===== src/rtl/ser9_pkg.sv =====
package ser9_pkg;
    localparam int PAY_W     = 8;
    localparam int WORD_W    = PAY_W + 1;
    localparam int GRP_WORDS = 8;
    localparam int GRP_BITS  = GRP_WORDS * WORD_W;
    localparam int GRP_BYTES = GRP_BITS / PAY_W;

    typedef logic [WORD_W-1:0] word_t;

    typedef enum logic [2:0] {
        N_IDLE,
        N_WAIT,
        N_LOW,
        N_HIGH,
        N_TAIL
    } nat_state_t;

    typedef enum logic [1:0] {
        P_FILL,
        P_PAD,
        P_SEND
    } pk_state_t;
endpackage


===== src/rtl/ser9_native.sv =====
module ser9_native
    import ser9_pkg::*;
#(
    parameter int DIV_W = 8
) (
    input  logic             clk,
    input  logic             rst_n,
    input  logic [DIV_W-1:0] cfg_div,
    input  logic             w_valid,
    output logic             w_ready,
    input  word_t            w_word,
    input  logic             w_last,
    output logic             cs_n,
    output logic             sclk,
    output logic             sdat,
    output logic             idle
);
    localparam int CNT_W = $clog2(WORD_W);
    localparam logic [CNT_W-1:0] LAST_BIT = CNT_W'(WORD_W - 1);

    nat_state_t       state, nxt;
    logic [DIV_W-1:0] divcnt;
    logic [CNT_W-1:0] bitcnt;
    word_t            sh;
    logic             last_q;
    logic             phase_done;

    assign phase_done = (divcnt == cfg_div);
    assign w_ready    = (state == N_IDLE) || (state == N_WAIT);
    assign idle       = (state == N_IDLE);

    // state register
    always_ff @(posedge clk or negedge rst_n) begin
        if (!rst_n) state <= N_IDLE;
        else        state <= nxt;
    end

    // transitions
    always_comb begin
        nxt = state;
        unique case (state)
            N_IDLE, N_WAIT: if (w_valid) nxt = N_LOW;
            N_LOW:          if (phase_done) nxt = N_HIGH;
            N_HIGH: begin
                if (phase_done) begin
                    if (bitcnt != LAST_BIT) nxt = N_LOW;
                    else if (last_q)        nxt = N_TAIL;
                    else                    nxt = N_WAIT;
                end
            end
            N_TAIL:         if (phase_done) nxt = N_IDLE;
            default:        nxt = N_IDLE;
        endcase
    end

    // registered outputs and datapath
    always_ff @(posedge clk or negedge rst_n) begin
        if (!rst_n) begin
            cs_n   <= 1'b1;
            sclk   <= 1'b0;
            sdat   <= 1'b0;
            sh     <= '0;
            bitcnt <= '0;
            divcnt <= '0;
            last_q <= 1'b0;
        end else begin
            unique case (state)
                N_IDLE, N_WAIT: begin
                    if (w_valid) begin
                        cs_n   <= 1'b0;
                        sdat   <= w_word[WORD_W-1];
                        sh     <= {w_word[WORD_W-2:0], 1'b0};
                        bitcnt <= '0;
                        divcnt <= '0;
                        last_q <= w_last;
                    end
                end
                N_LOW: begin
                    if (phase_done) begin
                        sclk   <= 1'b1;
                        divcnt <= '0;
                    end else begin
                        divcnt <= divcnt + 1'b1;
                    end
                end
                N_HIGH: begin
                    if (phase_done) begin
                        sclk   <= 1'b0;
                        divcnt <= '0;
                        if (bitcnt != LAST_BIT) begin
                            sdat   <= sh[WORD_W-1];
                            sh     <= {sh[WORD_W-2:0], 1'b0};
                            bitcnt <= bitcnt + 1'b1;
                        end
                    end else begin
                        divcnt <= divcnt + 1'b1;
                    end
                end
                N_TAIL: begin
                    if (phase_done) begin
                        cs_n   <= 1'b1;
                        divcnt <= '0;
                    end else begin
                        divcnt <= divcnt + 1'b1;
                    end
                end
                default: begin
                    cs_n <= 1'b1;
                    sclk <= 1'b0;
                end
            endcase
        end
    end
endmodule


===== src/rtl/ser9_packer.sv =====
module ser9_packer
    import ser9_pkg::*;
(
    input  logic             clk,
    input  logic             rst_n,
    input  logic             w_valid,
    output logic             w_ready,
    input  word_t            w_word,
    input  logic             w_last,
    output logic             pk_valid,
    input  logic             pk_ready,
    output logic [PAY_W-1:0] pk_byte,
    output logic             pk_last,
    output logic             idle
);
    localparam int WC_W = $clog2(GRP_WORDS);
    localparam int BC_W = $clog2(GRP_BYTES);
    localparam logic [WC_W-1:0] LAST_WORD = WC_W'(GRP_WORDS - 1);
    localparam logic [BC_W-1:0] LAST_BYTE = BC_W'(GRP_BYTES - 1);

    pk_state_t           state, nxt;
    logic [GRP_BITS-1:0] gbuf;
    logic [WC_W-1:0]     wcnt;
    logic [BC_W-1:0]     bidx;
    logic                last_q;
    logic                take;

    assign take     = (state == P_FILL) && w_valid;
    assign w_ready  = (state == P_FILL);
    assign pk_valid = (state == P_SEND);
    assign pk_byte  = gbuf[GRP_BITS-1 -: PAY_W];
    assign pk_last  = (state == P_SEND) && last_q && (bidx == LAST_BYTE);
    assign idle     = (state == P_FILL) && (wcnt == '0);

    // state register
    always_ff @(posedge clk or negedge rst_n) begin
        if (!rst_n) state <= P_FILL;
        else        state <= nxt;
    end

    // transitions
    always_comb begin
        nxt = state;
        unique case (state)
            P_FILL: begin
                if (take) begin
                    if (wcnt == LAST_WORD) nxt = P_SEND;
                    else if (w_last)       nxt = P_PAD;
                end
            end
            P_PAD:   if (wcnt == LAST_WORD) nxt = P_SEND;
            P_SEND:  if (pk_ready && bidx == LAST_BYTE) nxt = P_FILL;
            default: nxt = P_FILL;
        endcase
    end

    // datapath
    always_ff @(posedge clk or negedge rst_n) begin
        if (!rst_n) begin
            gbuf   <= '0;
            wcnt   <= '0;
            bidx   <= '0;
            last_q <= 1'b0;
        end else begin
            unique case (state)
                P_FILL: begin
                    if (take) begin
                        gbuf <= {gbuf[GRP_BITS-WORD_W-1:0], w_word};
                        if (wcnt == LAST_WORD) begin
                            wcnt   <= '0;
                            bidx   <= '0;
                            last_q <= w_last;
                        end else begin
                            wcnt   <= wcnt + 1'b1;
                            last_q <= w_last;
                        end
                    end
                end
                P_PAD: begin
                    gbuf <= {gbuf[GRP_BITS-WORD_W-1:0], {WORD_W{1'b0}}};
                    if (wcnt == LAST_WORD) begin
                        wcnt <= '0;
                        bidx <= '0;
                    end else begin
                        wcnt <= wcnt + 1'b1;
                    end
                end
                P_SEND: begin
                    if (pk_ready) begin
                        gbuf <= {gbuf[GRP_BITS-PAY_W-1:0], {PAY_W{1'b0}}};
                        if (bidx == LAST_BYTE) begin
                            bidx   <= '0;
                            last_q <= 1'b0;
                        end else begin
                            bidx <= bidx + 1'b1;
                        end
                    end
                end
                default: wcnt <= '0;
            endcase
        end
    end
endmodule


===== src/rtl/ser9_link.sv =====
module ser9_link
    import ser9_pkg::*;
#(
    parameter int DIV_W = 8
) (
    input  logic             clk,
    input  logic             rst_n,
    input  logic             cfg_packed,
    input  logic [DIV_W-1:0] cfg_div,
    input  logic             in_valid,
    output logic             in_ready,
    input  logic             in_dc,
    input  logic [PAY_W-1:0] in_byte,
    input  logic             in_last,
    output logic             ser_cs_n,
    output logic             ser_clk,
    output logic             ser_dat,
    output logic             pk_valid,
    input  logic             pk_ready,
    output logic [PAY_W-1:0] pk_byte,
    output logic             pk_last
);
    logic  mode_q;
    logic  xfer_open;
    logic  nat_ready, nat_idle;
    logic  pak_ready, pak_idle;
    logic  busy, mode_ok, accept;
    word_t word_in;

    assign word_in  = {in_dc, in_byte};
    assign busy     = xfer_open || !nat_idle || !pak_idle;
    assign mode_ok  = busy || (cfg_packed == mode_q);
    assign in_ready = mode_ok && (mode_q ? pak_ready : nat_ready);
    assign accept   = in_valid && in_ready;

    always_ff @(posedge clk or negedge rst_n) begin
        if (!rst_n) begin
            mode_q    <= 1'b0;
            xfer_open <= 1'b0;
        end else begin
            if (!busy) mode_q <= cfg_packed;
            if (accept) xfer_open <= !in_last;
        end
    end

    ser9_native #(.DIV_W(DIV_W)) u_native (
        .clk     (clk),
        .rst_n   (rst_n),
        .cfg_div (cfg_div),
        .w_valid (in_valid && mode_ok && !mode_q),
        .w_ready (nat_ready),
        .w_word  (word_in),
        .w_last  (in_last),
        .cs_n    (ser_cs_n),
        .sclk    (ser_clk),
        .sdat    (ser_dat),
        .idle    (nat_idle)
    );

    ser9_packer u_packer (
        .clk      (clk),
        .rst_n    (rst_n),
        .w_valid  (in_valid && mode_ok && mode_q),
        .w_ready  (pak_ready),
        .w_word   (word_in),
        .w_last   (in_last),
        .pk_valid (pk_valid),
        .pk_ready (pk_ready),
        .pk_byte  (pk_byte),
        .pk_last  (pk_last),
        .idle     (pak_idle)
    );
endmodule


===== config.mk =====
export PLATFORM = sky130hd
export DESIGN_NAME = ser9_link
export DESIGN_NICKNAME = d
export VERILOG_FILES = /design/src/rtl/ser9_pkg.sv /design/src/rtl/ser9_native.sv /design/src/rtl/ser9_packer.sv /design/src/rtl/ser9_link.sv
export SDC_FILE = /design/constraint.sdc
export NUM_CORES = 1
export LEC_CHECK = 0
export BUFFER_PORTS_ARGS = -buffer_cell sky130_fd_sc_hd__buf_2
export CAP_MARGIN = 20
export CORE_UTILIZATION = 55
export DETAILED_ROUTE_END_ITERATION = 12
export GPL_ROUTABILITY_DRIVEN = 0
export PLACE_DENSITY = 0.76
export SETUP_SLACK_MARGIN = 0.5
export SLEW_MARGIN = 20
export SYNTH_ARGS = -nofsm -noshare
export SYNTH_HDL_FRONTEND = slang
export SYNTH_SLANG_ARGS = --single-unit
export TNS_END_PERCENT = 50

===== constraint.sdc =====
create_clock -name clk -period 2.35 [get_ports clk]
set_input_delay 0.47 -clock clk [delete_from_list [all_inputs] [get_ports clk]]
set_output_delay 0.47 -clock clk [all_outputs]
set_load 0.03 [all_outputs]

== Word level (Yosys, flattened, before mapping) ==
Index checks and enable logic that the tools add are counted.

* Flip-flop bits (word level): 112
* Latch bits: 0
* Memory bits (writable): 0
* ROM bits: 0
* Input bits: 23
* Output and inout port bits: 14
* Logic and storage cells: 132
* Memories kept: 0

* Add/sub/neg operators: 4
* Multipliers: 0
* Divide/modulo/power cells: 0
* Magnitude comparators: 0
* Equal/unequal tests: 22
* Shift operators: 0
* Mux-type cells: 49
* Bitwise gates (word level): 3
* Reduce and logical (&&, ||, !) cells: 39

{| class="wikitable"
|+ Operator list
! operator !! number
|-
| case mux 72 bit (3 select lines) || 1
|-
| two-way mux 72 bit || 2
|-
| two-way mux 4 bit || 7
|-
| two-way mux 9 bit || 3
|-
| two-way mux 3 bit || 8
|-
| != test 2 x 1 -> 1 bit (second input constant) || 10
|-
| case mux 9 bit (2 select lines) || 1
|-
| two-way mux 8 bit || 2
|-
| case mux 8 bit (2 select lines) || 1
|-
| AND reduction 4 bit || 4
|-
| case mux 3 bit (4 select lines) || 1
|-
| case mux 4 bit (3 select lines) || 1
|-
| logical AND 1 bit || 10
|-
| two-way mux 1 bit || 10
|-
| two-way mux 2 bit || 5
|-
| case mux 3 bit (3 select lines) || 1
|-
| AND reduction 3 bit || 3
|-
| adder 4 x 1 -> 4 bit (second input constant) || 2
|-
| adder 8 x 1 -> 8 bit (second input constant) || 1
|-
| == test 8 bit || 1
|-
| case mux 4 bit (2 select lines) || 1
|-
| == test 3 x 2 -> 1 bit (second input constant) || 2
|-
| == test 3 bit (second input constant) || 2
|-
| logical NOT 3 bit || 2
|-
| other kinds (20) || 36
|}

== Longest topological paths before layout ==
* Word-level depth: 10
* Mapped depth: 11
* Gate-level depth less buffers: 7

== By module ==
Synthesis repeated with hierarchy kept, for this count alone.

* Cells, all modules: 584
* Area total of the unflattened synthesis: 5676.7 um2

{| class="wikitable"
|+ By module, submodules not included
! module !! instances !! cells each !! area each (um2) !! seq. area each (um2)
|-
| ser9_packer || 1 || 410 || 3955.0 || 2052.0
|-
| ser9_native || 1 || 155 || 1556.5 || 676.9
|-
| ser9_link || 1 || 19 || 165.2 || 50.0
|}

== Worst setup path before layout ==
Ideal clock, no wire load.

* Path kind: register to register
* From: reg u_packer.state[0]
* To: reg u_packer.gbuf[31]
* Library setup time: 0.126 ns
* Arrival: 2.103 ns
* Required time: 2.224 ns
* Setup slack: 0.121 ns
* Stages on the path, launching flop included: 12
* Buffers on the path: 4
* Clock period less this slack: 2.229 ns
* Cell sequence: dfrtp_1 -> inv_1 -> ha_1 -> buf_6 -> and4bb_4 -> and3_1 -> buf_6 -> or3_1 -> buf_6 -> buf_6 -> a221oi_1 -> nor2_1

* Word-level cells in the longest chain between the ends: 10
* Elaborated cells between the ends (all ways): 15
* Classes of those cells: eq/ne: 4; mux: 1; reduce/logical: 10

{| class="wikitable"
|+ RTL lines
! item !! line !! RTL
|-
| start, declared || ser9_packer.sv:21 || <nowiki>pk_state_t state, nxt;</nowiki>
|-
| start signal, assigned || ser9_packer.sv:38 || <nowiki>else state <= nxt;</nowiki>
|-
| logical NOT 2 bit || ser9_packer.sv:28, ser9_packer.sv:33, ser9_packer.sv:65 ||
|-
| logical AND 1 bit || ser9_packer.sv:33 || <nowiki>assign idle = (state == P_FILL) && (wcnt == '0);</nowiki>
|-
| logical NOT 1 bit || ser9_link.sv:31 || <nowiki>assign busy = xfer_open || !nat_idle || !pak_idle;</nowiki>
|-
| logical OR 1 bit || ser9_link.sv:31 ||
|-
| logical OR 1 bit || ser9_link.sv:32 || <nowiki>assign mode_ok = busy || (cfg_packed == mode_q);</nowiki>
|-
| logical AND 1 bit (2 in a row) || ser9_link.sv:63 || <nowiki>.w_valid (in_valid && mode_ok && mode_q),</nowiki>
|-
| logical AND 1 bit || ser9_packer.sv:28 || <nowiki>assign take = (state == P_FILL) && w_valid;</nowiki>
|-
| != test 2 x 1 -> 1 bit (no source line) || - ||
|-
| AND reduction 3 bit (no source line) || - ||
|-
| end signal, assigned || ser9_packer.sv:68 || <nowiki>gbuf <= {gbuf[GRP_BITS-WORD_W-1:0], w_word};</nowiki>
|-
| end signal, assigned || ser9_packer.sv:80 || <nowiki>gbuf <= {gbuf[GRP_BITS-WORD_W-1:0], {WORD_W{1'b0}}};</nowiki>
|-
| end signal, assigned || ser9_packer.sv:90 || <nowiki>gbuf <= {gbuf[GRP_BITS-PAY_W-1:0], {PAY_W{1'b0}}};</nowiki>
|-
| end, declared || ser9_packer.sv:22 || <nowiki>logic [GRP_BITS-1:0] gbuf;</nowiki>
|}

Several ways; a longest one is shown, not always the timed one.
A chain may end at the register's enable or synchronous reset.

== Worst setup path in the final report ==
* From: reg u_packer.wcnt[1]
* To: reg u_packer.gbuf[64]

* Word-level cells in the longest chain between the ends: 10

{| class="wikitable"
|+ RTL lines
! item !! line !! RTL
|-
| start, declared || ser9_packer.sv:23 || <nowiki>logic [WC_W-1:0] wcnt;</nowiki>
|-
| start signal, assigned || ser9_packer.sv:74 || <nowiki>wcnt <= wcnt + 1'b1;</nowiki>
|-
| start signal, assigned || ser9_packer.sv:85 || <nowiki>wcnt <= wcnt + 1'b1;</nowiki>
|-
| logical NOT 3 bit || ser9_packer.sv:33 ||
|-
| logical AND 1 bit || ser9_packer.sv:33 ||
|-
| logical NOT 1 bit || ser9_link.sv:31 ||
|-
| logical OR 1 bit || ser9_link.sv:31 ||
|-
| logical OR 1 bit || ser9_link.sv:32 ||
|-
| logical AND 1 bit (2 in a row) || ser9_link.sv:63 ||
|-
| logical AND 1 bit || ser9_packer.sv:28 ||
|-
| != test 2 x 1 -> 1 bit (no source line) || - ||
|-
| AND reduction 3 bit (no source line) || - ||
|}

Every way passes these cells.

==> metrics <==
status=complete, but fails checks; failing checks=negative setup slack; Syn Area/Cell=between 9 and 10 sq um; area grow syn2layout=45.8%; core area=slightly below 10000 sq um; Crit. End Element=register; number of DRC markers in iteration 0=around 430; Initial Util=0.568; clock skew=between 0.015 and 0.02 ns; worst-path cell chain=inv_2, ha_4, and4bb_4, and3_4, buf_6, or3_4, buf_12, buf_16, a221oi_2, nor2_1; Worst setup SP type=register; commonest non-fill, non-tap cell in the layout=nor2_1; first drt pass iteration count=5; fraction of layout cells with a size suffix above 1=0.409; Reg2Reg Setup Slack=-0.04 ns; yosys warns=0; total grt overflow=0; highest-count cells in the layout ignoring fill and taps=nor2_1, dfrtp_1, a221oi_2; clock tree buffer depth=2; sequential cell area fraction in the yosys report=0.501; final hold viol count=0; Fillers=500; total track usage=0.295; main area contributors after synthesis=dfrtp_1, nor2_1, a221oi_1; largest net degree at the start of global routing=50; Clock Latency Late Sink=roughly 0.4 ns; IO Port Bufs=36; Multi-input gate area=around 3500 sq um; Hold Path Class=in -> async; grt met1 use=0.342; Peak Freq=419 MHz; Cells after DPL=between 700 and 800; Worst Path Required=2.63 ns; CTS tree=yes; Non-Filler Instances=808; CP max-delay cell=or3_4; CTS root buffer=clkbuf_8; routing usage on met3=0.0479; sum of negative setup slack=-0.178 ns; final WL=20000 um; Register Area=approximately 2800 sq um; Crit Path Max Fanout=6; unrepaired setup endpoints after global routing=yes; routed len/inst=~25 um; post-route ant nets=0; clock sinks=between 100 and 150; Final min period=around 2.4 ns; cell taking the most area after synthesis=dfrtp_1; synthesized net count=just over 600; MaxCap Viol Count=0; count of pins over their slew limit=0; vias in the first global route=a little under 5000; fin util=0.828; relative slew slack=0.583; CTS Buf Count=9; PnR worst setup slack=-0.0382 ns; Antenna diodes=0; setup violators final=10; gr busiest metal=met2; Synth cell types=53; Crit Path Class=reg -> reg; cts hold-fix bufs=0; initial antenna violation count=0; EDFF count, synth=0; H-tree depth=3; CP arrival=2.67 ns; met2 usage=0.528; first-pass GRT wire length=~23000 um; # nets final=705; number of synthesized register bits=around 110; routed vias=5385; Async SR Flop Fraction=1.00; site row count=36; die boundary width=a little over 100 um; part of the cycle the worst path needs=1.02; DRC=0; Syn Inst Count=between 500 and 600; Synth Flop Type=dfrtp_1; HPWL Detailed=between 8000 and 9000 um; Vias/cell=approximately 6.7; die area=10500 sq um; CP peak stage delay=between 0.4 and 0.5 ns; Reg clk slew, reported paths=about 0.11 ns; Die Height=a little over 100 um; io pins=37; synthesized area=5550 sq um; Synth top area share=0.496; worst-margin pin slew=between 0.6 and 0.7 ns
## worst max-delay path: cells and delay by family (launching register included)
family / cells / cell delay [ns]
buffers and inverters: 4 / 0.52
adders and majority gates: 1 / 0.16
DFF: 1 / 0.43
and+or+nand+nor: 4 / 0.95
AOI/OAI and AO/OA: 1 / 0.23
## sequential cells by signal, summed over array words and instances, names as in the netlist, 2 cells and up
register	flops
u_packer.gbuf	72
u_native.divcnt	8
u_native.sh	8
u_native.bitcnt	4
u_packer.bidx	4
u_native.state	3
u_packer.wcnt	3
u_packer.state	2
## path summary, 6_finish.rpt
path                                         startpoint                             to  cells after the start
max in group asynchronous                         rst_n  u_packer.gbuf[53]$_DFFE_PN0P_                      2
min in group clk                             in_byte[0]   u_packer.gbuf[0]$_DFFE_PN0P_                      3
hold reg to reg              u_native.sh[4]$_DFFE_PN0P_     u_native.sh[4]$_DFFE_PN0P_                      1
setup reg to reg           u_packer.wcnt[1]$_DFFE_PN0P_  u_packer.gbuf[64]$_DFFE_PN0P_                     10
hold / removal                                    rst_n   u_packer.wcnt[2]$_DFFE_PN0P_                      1
setup / recovery           u_packer.wcnt[1]$_DFFE_PN0P_  u_packer.gbuf[64]$_DFFE_PN0P_                     10
## stage by stage
step | hold slack [ns] | area [sq um] | setup WS, ns
after floorplan | 0.174 | 5960 | 0.200
after global placement | 0.459 | 6290 | 0.209
after detailed placement | 0.464 | 6290 | 0.102
after CTS | 0.0367 | 7040 | 0.0885
after global routing | 0.0623 | 8090 | -0.213
final | 0.0231 | 8090 | -0.0382
## routing by layer
metal | routed length [um] | share of wire
met3 | 1570 | 0.078
met1 | 7280 | 0.36
met4 | 1120 | 0.056
met5 | 0 | 0
met2 | 10100 | 0.50
## layout make-up
class                   count  area share
multi-input cells         416       0.437
flip-flops and latches    111       0.343
repair buffers            114       0.163
well taps                 133      0.0206
clock inverters             6      0.0117
inverters                  18     0.00835
clock buffers              10      0.0158
## Yosys cell counts, drive strengths merged (2+ instances only)
library cell / number
nand3: 6
clkbuf: 17
nand2: 43
nor2: 158
nand2b: 6
a221oi: 65
buf: 28
o2bb2ai: 2
mux2: 2
or2: 2
nor3b: 3
a21o: 2
a221o: 2
inv: 18
or3: 4
mux2i: 5
dfrtp: 110
o31ai: 2
o22ai: 3
and2: 3
ha: 12
nand4: 3
nand3b: 10
o21ai: 17
a21oi: 18
nor3: 7
o22a: 8
xnor2: 11
a31oi: 2
## repair_timing
action | CTS | global route
pin swaps | 4 | 84
endpoints found under the setup margin | 101 | 108
resized for setup | 17 | 167
setup buffers | 31 | 9
hold endpoints to repair | 0 | 0
gates cloned | 10 | 11
## kinds of logic after synthesis
| family | share of synthesized area |
|---|---|
| flip-flops | 0.501 |
| buffers and inverters | 0.0638 |
| AO/OA/AOI/OAI | 0.183 |
| adder cells (fa/ha/maj) | 0.0270 |
| AND/OR/NAND/NOR | 0.195 |
| multiplexers | 0.0131 |
| XOR/XNOR | 0.0174 |
Power is left out: the tool's default activity adds up to more than one toggle a clock period on the data nets, which glitch-free logic cannot reach.
